`src/rtl/disp_irq_pkg.sv`:
```
package disp_irq_pkg;

  localparam int NUM_SRC = 5;

  // status bit position for each event source index
  function automatic int src_bit(input int idx);
    case (idx)
      0:       return 2;
      1:       return 5;
      2:       return 6;
      3:       return 8;
      default: return 9;
    endcase
  endfunction

  // mask of implemented status/enable bits
  function automatic logic [31:0] impl_mask();
    logic [31:0] m;
    m = '0;
    for (int i = 0; i < NUM_SRC; i++) m[src_bit(i)] = 1'b1;
    return m;
  endfunction

endpackage

```
`src/rtl/disp_irq_src_map.sv`:
```
module disp_irq_src_map
  import disp_irq_pkg::*;
#(
  parameter int DATA_W = 16
) (
  input  logic [NUM_SRC-1:0] ev_pulse,
  output logic [DATA_W-1:0]  set_vec
);

  always_comb begin
    set_vec = '0;
    for (int i = 0; i < NUM_SRC; i++) set_vec[src_bit(i)] = ev_pulse[i];
  end

endmodule

```
`src/rtl/disp_irq_status_regs.sv`:
```
module disp_irq_status_regs #(
  parameter int          DATA_W = 16,
  parameter logic [31:0] IMPL   = 32'h0
) (
  input  logic              clk,
  input  logic              rst_n,
  input  logic [DATA_W-1:0] set_vec,
  input  logic [DATA_W-1:0] raw_clr,
  input  logic [DATA_W-1:0] en_set,
  input  logic [DATA_W-1:0] en_clr,
  output logic [DATA_W-1:0] raw_q,
  output logic [DATA_W-1:0] en_q
);

  localparam logic [DATA_W-1:0] KEEP = IMPL[DATA_W-1:0];

  // a new event has priority over a clear in the same cycle
  function automatic logic [DATA_W-1:0] next_raw(input logic [DATA_W-1:0] cur,
                                                 input logic [DATA_W-1:0] clr,
                                                 input logic [DATA_W-1:0] set);
    return ((cur & ~clr) | set) & KEEP;
  endfunction

  function automatic logic [DATA_W-1:0] next_en(input logic [DATA_W-1:0] cur,
                                                input logic [DATA_W-1:0] s,
                                                input logic [DATA_W-1:0] c);
    return ((cur | s) & ~c) & KEEP;
  endfunction

  always_ff @(posedge clk) begin
    if (!rst_n) begin
      raw_q <= '0;
      en_q  <= '0;
    end else begin
      raw_q <= next_raw(raw_q, raw_clr, set_vec);
      en_q  <= next_en(en_q, en_set, en_clr);
    end
  end

endmodule

```
`src/rtl/disp_irq_gate.sv`:
```
module disp_irq_gate (
  input  logic clk,
  input  logic rst_n,
  input  logic pending,
  input  logic eoi,
  output logic fire,
  output logic armed_q,
  output logic irq_q
);

  assign fire = armed_q & pending;

  always_ff @(posedge clk) begin
    if (!rst_n) begin
      armed_q <= 1'b1;
      irq_q   <= 1'b0;
    end else begin
      irq_q <= fire | (irq_q & pending);
      if (eoi)       armed_q <= 1'b1;
      else if (fire) armed_q <= 1'b0;
    end
  end

endmodule

```
`src/rtl/disp_irq_stat.sv`:
```
module disp_irq_stat
  import disp_irq_pkg::*;
#(
  parameter int DATA_W = 16,
  parameter int ADDR_W = 3
) (
  input  logic               clk,
  input  logic               rst_n,
  input  logic [NUM_SRC-1:0] ev_pulse,
  input  logic               reg_wr,
  input  logic [ADDR_W-1:0]  reg_addr,
  input  logic [DATA_W-1:0]  reg_wdata,
  output logic [DATA_W-1:0]  reg_rdata,
  output logic               irq
);

  localparam logic [ADDR_W-1:0] A_RAW = ADDR_W'(0);
  localparam logic [ADDR_W-1:0] A_MSK = ADDR_W'(1);
  localparam logic [ADDR_W-1:0] A_SET = ADDR_W'(2);
  localparam logic [ADDR_W-1:0] A_CLR = ADDR_W'(3);
  localparam logic [ADDR_W-1:0] A_EOI = ADDR_W'(4);

  logic [DATA_W-1:0] set_vec, raw_clr, en_set, en_clr, raw_q, en_q, masked;
  logic              wr_raw, wr_msk, wr_set, wr_clr, wr_eoi;
  logic              fire, armed_q;

  assign wr_raw = reg_wr && (reg_addr == A_RAW);
  assign wr_msk = reg_wr && (reg_addr == A_MSK);
  assign wr_set = reg_wr && (reg_addr == A_SET);
  assign wr_clr = reg_wr && (reg_addr == A_CLR);
  assign wr_eoi = reg_wr && (reg_addr == A_EOI);

  assign raw_clr = wr_raw ? reg_wdata : (wr_msk ? (reg_wdata & en_q) : '0);
  assign en_set  = wr_set ? reg_wdata : '0;
  assign en_clr  = wr_clr ? reg_wdata : '0;
  assign masked  = raw_q & en_q;

  disp_irq_src_map #(.DATA_W(DATA_W)) u_map (
    .ev_pulse (ev_pulse),
    .set_vec  (set_vec)
  );

  disp_irq_status_regs #(.DATA_W(DATA_W), .IMPL(impl_mask())) u_regs (
    .clk     (clk),
    .rst_n   (rst_n),
    .set_vec (set_vec),
    .raw_clr (raw_clr),
    .en_set  (en_set),
    .en_clr  (en_clr),
    .raw_q   (raw_q),
    .en_q    (en_q)
  );

  disp_irq_gate u_gate (
    .clk     (clk),
    .rst_n   (rst_n),
    .pending (|masked),
    .eoi     (wr_eoi),
    .fire    (fire),
    .armed_q (armed_q),
    .irq_q   (irq)
  );

  always_comb begin
    case (reg_addr)
      A_RAW:        reg_rdata = raw_q;
      A_MSK:        reg_rdata = masked;
      A_SET, A_CLR: reg_rdata = en_q;
      default:      reg_rdata = '0;
    endcase
  end

endmodule

```
`config.mk`:
```
export PLATFORM = sky130hd
export DESIGN_NAME = disp_irq_stat
export DESIGN_NICKNAME = d
export VERILOG_FILES = /design/src/rtl/disp_irq_pkg.sv /design/src/rtl/disp_irq_src_map.sv /design/src/rtl/disp_irq_status_regs.sv /design/src/rtl/disp_irq_gate.sv /design/src/rtl/disp_irq_stat.sv
export SDC_FILE = /design/constraint.sdc
export NUM_CORES = 1
export LEC_CHECK = 0
export BUFFER_PORTS_ARGS = -buffer_cell sky130_fd_sc_hd__buf_2
export CORE_MARGIN = 1.5
export CORE_UTILIZATION = 44
export CTS_CLUSTER_DIAMETER = 120
export DETAILED_ROUTE_END_ITERATION = 6
export PLACE_DENSITY = 0.85
export REMOVE_ABC_BUFFERS = 1
export SYNTH_ARGS = -nofsm -noshare
export SYNTH_HDL_FRONTEND = slang
export SYNTH_SLANG_ARGS = --single-unit
```
`constraint.sdc`:
```
create_clock -name clk -period 1.5 [get_ports clk]
set_input_delay 0.15 -clock clk [delete_from_list [all_inputs] [get_ports clk]]
set_output_delay 0.15 -clock clk [all_outputs]
set_load 0.02 [all_outputs]
```
==> flow_summary.toml <==
[sta]
fin_skew_ns = 0.00390
hold_viol_final = 0
rsz0062_at_grt = "no"
max_freq_mhz = 808
setup_viol = 0
period_minus_slack_ns = 1.24
fin_tns_setup_ns = 0
fin_crit_sh_pct = 82.5
maxSlewViolCount = 0

[final_layout]
multi_input_area_um2 = 378
antenna_cells = 0
final_layout_size_suffix_gt1_share_pct = 25.0
regArea_um2 = 240
fin_nets = 137
nFillCells = 144
area_growth_pct = 10.2

[die]
rows = 14
ios = 44
fp.dieH_um = 43.2
fp.dieArea_um2 = 1870
initial_core_util_pct = 47.3
die_x_um = 43.2
coreArea_um2 = 1510

[setup_path]
path_max_fanout = 4
end_kind = "primary output"
worstPathRequired_ns = 1.35
startpoint_type = "flop"
r2r_slack_ns = 0.42
crit_type = "flop to primary output"
reg2reg_depth = 3
reg2reg_from = "u_regs.raw_q[8]"
critPathArrivalTime_ns = 1.09
rr_endpoint = "u_gate.armed_q"

[logic_synthesis]
seq_area_frac_synth_pct = 33.7
synthFlopType = "dfxtp_1"
synth.top_cell.area_share_pct = 33.7
yosysWarnings = 0
ys_types = 22
ys_ff_latch = 12
syn_area_per_cell_um2 = 8.09
synth-edff-count = 0
syn_inst = 88
synth.largest_area_cell = "dfxtp_1"
postSynth.asyncResetShare_pct = 0
synthTopCellsByCount = "buf_4 (12), dfxtp_1 (12), nand2_1 (11), nor2_1 (10), nand2b_1 (6)"
synthTopCellsByArea = "dfxtp_1 (34%), buf_4 (13%), mux2i_1 (7.0%)"
netlist_area_um2 = 712

[clocking]
cts_hold_buf = 0
cts_resized = 0
cts_num_sinks = 12
cts_max_level = 1
tritoncts = "done"
clk_latency_ns = 0.27
clk_pin_slew_ns = 0.07
post-cts-setup-buffer-count = 0
cts_buffers = 3
cts.root.buffer_cell = "clkbuf_4"
clockBufferDepth = 2

[power]
irDropWorstVdd_mv = 0.541
power_density_nw_per_um2 = 853
p_leak_nw = 0.400
power_mw = 0.669

[flow_run]
maxCapViolCount = 0

[route]
routed_via_density = 5.13
wire_per_inst_um = 11.3
dr.pass1.iters = 4
routed_wl_um = 1400
ant_nets = 0
drc = 0
drt-initial-drc-count = 26
vias = 636

[hold_path]
worstHoldStart = "ev_pulse[3]"
hp-class = "primary input to flop"
min_path_cells = 2
hold-path-endpoint = "u_regs.raw_q[8]"

[placed_design]
numPortBuffers = 21
gp_congestion = 0.735
place.detailed.hpwl_um = 1060

[global_route]
grt_max_degree = 14
grt_pass1_vias = 563
grt_overflow = 0
grt.total_usage_pct = 16.5
grt_pass1_wl_um = 2300
antenna_found_initial = 0

[run_status]
status = "completed"
==> worst max path at each step <==
stage              startpoint      endpoint  slack, ns  cells after the start
2_1_floorplan  u_regs.en_q[6]  reg_rdata[6]       0.47                      2
3_3_place_gp      reg_addr[1]  reg_rdata[6]       0.38                      5
3_5_place_dp      reg_addr[1]  reg_rdata[8]       0.38                      5
4_1_cts        u_regs.en_q[8]  reg_rdata[8]       0.27                      3
5_1_grt        u_regs.en_q[5]  reg_rdata[5]       0.16                      3
6_report       u_regs.en_q[6]  reg_rdata[6]       0.26                      3
==> kinds of logic after synthesis <==
logic type             share of synthesized area (%)
AO/OA/AOI/OAI                                   14.8
buffers and inverters                           18.5
other                                          0.527
flip-flops                                      33.7
multiplexers                                    7.03
AND/OR/NAND/NOR                                 25.5
==> layout by cell type, fill, tap and decap left out <==
cell type / netlist / layout
a21oi_1: 1 / 1
a222oi_1: 1 / 1
a22oi_1: 1 / 1
a31oi_1: 1 / 1
a41oi_1: 4 / 4
and3b_2: 1 / 1
buf_2: 0 / 21
clkbuf_4: 0 / 3
conb_1: 1 / 11
dfxtp_1: 12 / 12
inv_1: 5 / 5
mux2i_1: 5 / 5
nand2_1: 11 / 11
nand2b_1: 6 / 6
nand3_1: 1 / 1
nor2_1: 10 / 10
nor2_2: 1 / 1
nor3_1: 5 / 5
nor3b_4: 1 / 1
o21a_1: 1 / 1
o21ai_0: 5 / 5
o311ai_1: 1 / 1
==> metal layers <==
metal	global-route usage, %	share of wire, %
met3	6.38	8.6
met1	19.5	40
met4	3.64	0.71
met2	28.1	50
met5	0	0
==> per-stage QoR <==
stage | instances | cell area (µm²) | util [%] | hold WS [ns] | setup WS [ns]
CTS | 124 | 785 | 52.1 | 0.0820 | 0.269
finish | 124 | 785 | 52.1 | 0.0853 | 0.263
global route | 124 | 785 | 52.1 | 0.0874 | 0.158
detailed placement | 121 | 762 | 50.6 | 0.368 | 0.377
floorplan | 84 | 637 | - | 0.228 | 0.473
global placement | 121 | 762 | 50.6 | 0.364 | 0.378
==> report_power, final <==
part	total, mW	internal, mW	switching (mW)
registers	0.345	0.333	0.0112
logic	0.128	0.0445	0.0832
clock network	0.197	0.0930	0.104
total	0.669	0.471	0.198
==> layout make-up <==
cell class              count  area share, %
well taps                  16           2.55
clock buffers               3           2.87
flip-flops and latches     12           30.6
repair buffers             21           13.4
multi-input cells          67           48.2
inverters                   5           2.39
==> worst max-delay path, cell delays in order, from the launching register on <==
cell and delay, ns:
dfxtp_1 0.37, nor2_1 0.06, nor3_1 0.18, buf_2 0.20
==> state kept, by name (all words and copies together), names as in the netlist <==
signal,count
u_gate.armed_q,1
u_regs.raw_q,5
u_regs.en_q,5
u_gate.irq_q,1
Note: power is estimated with default switching activity, not from simulation.
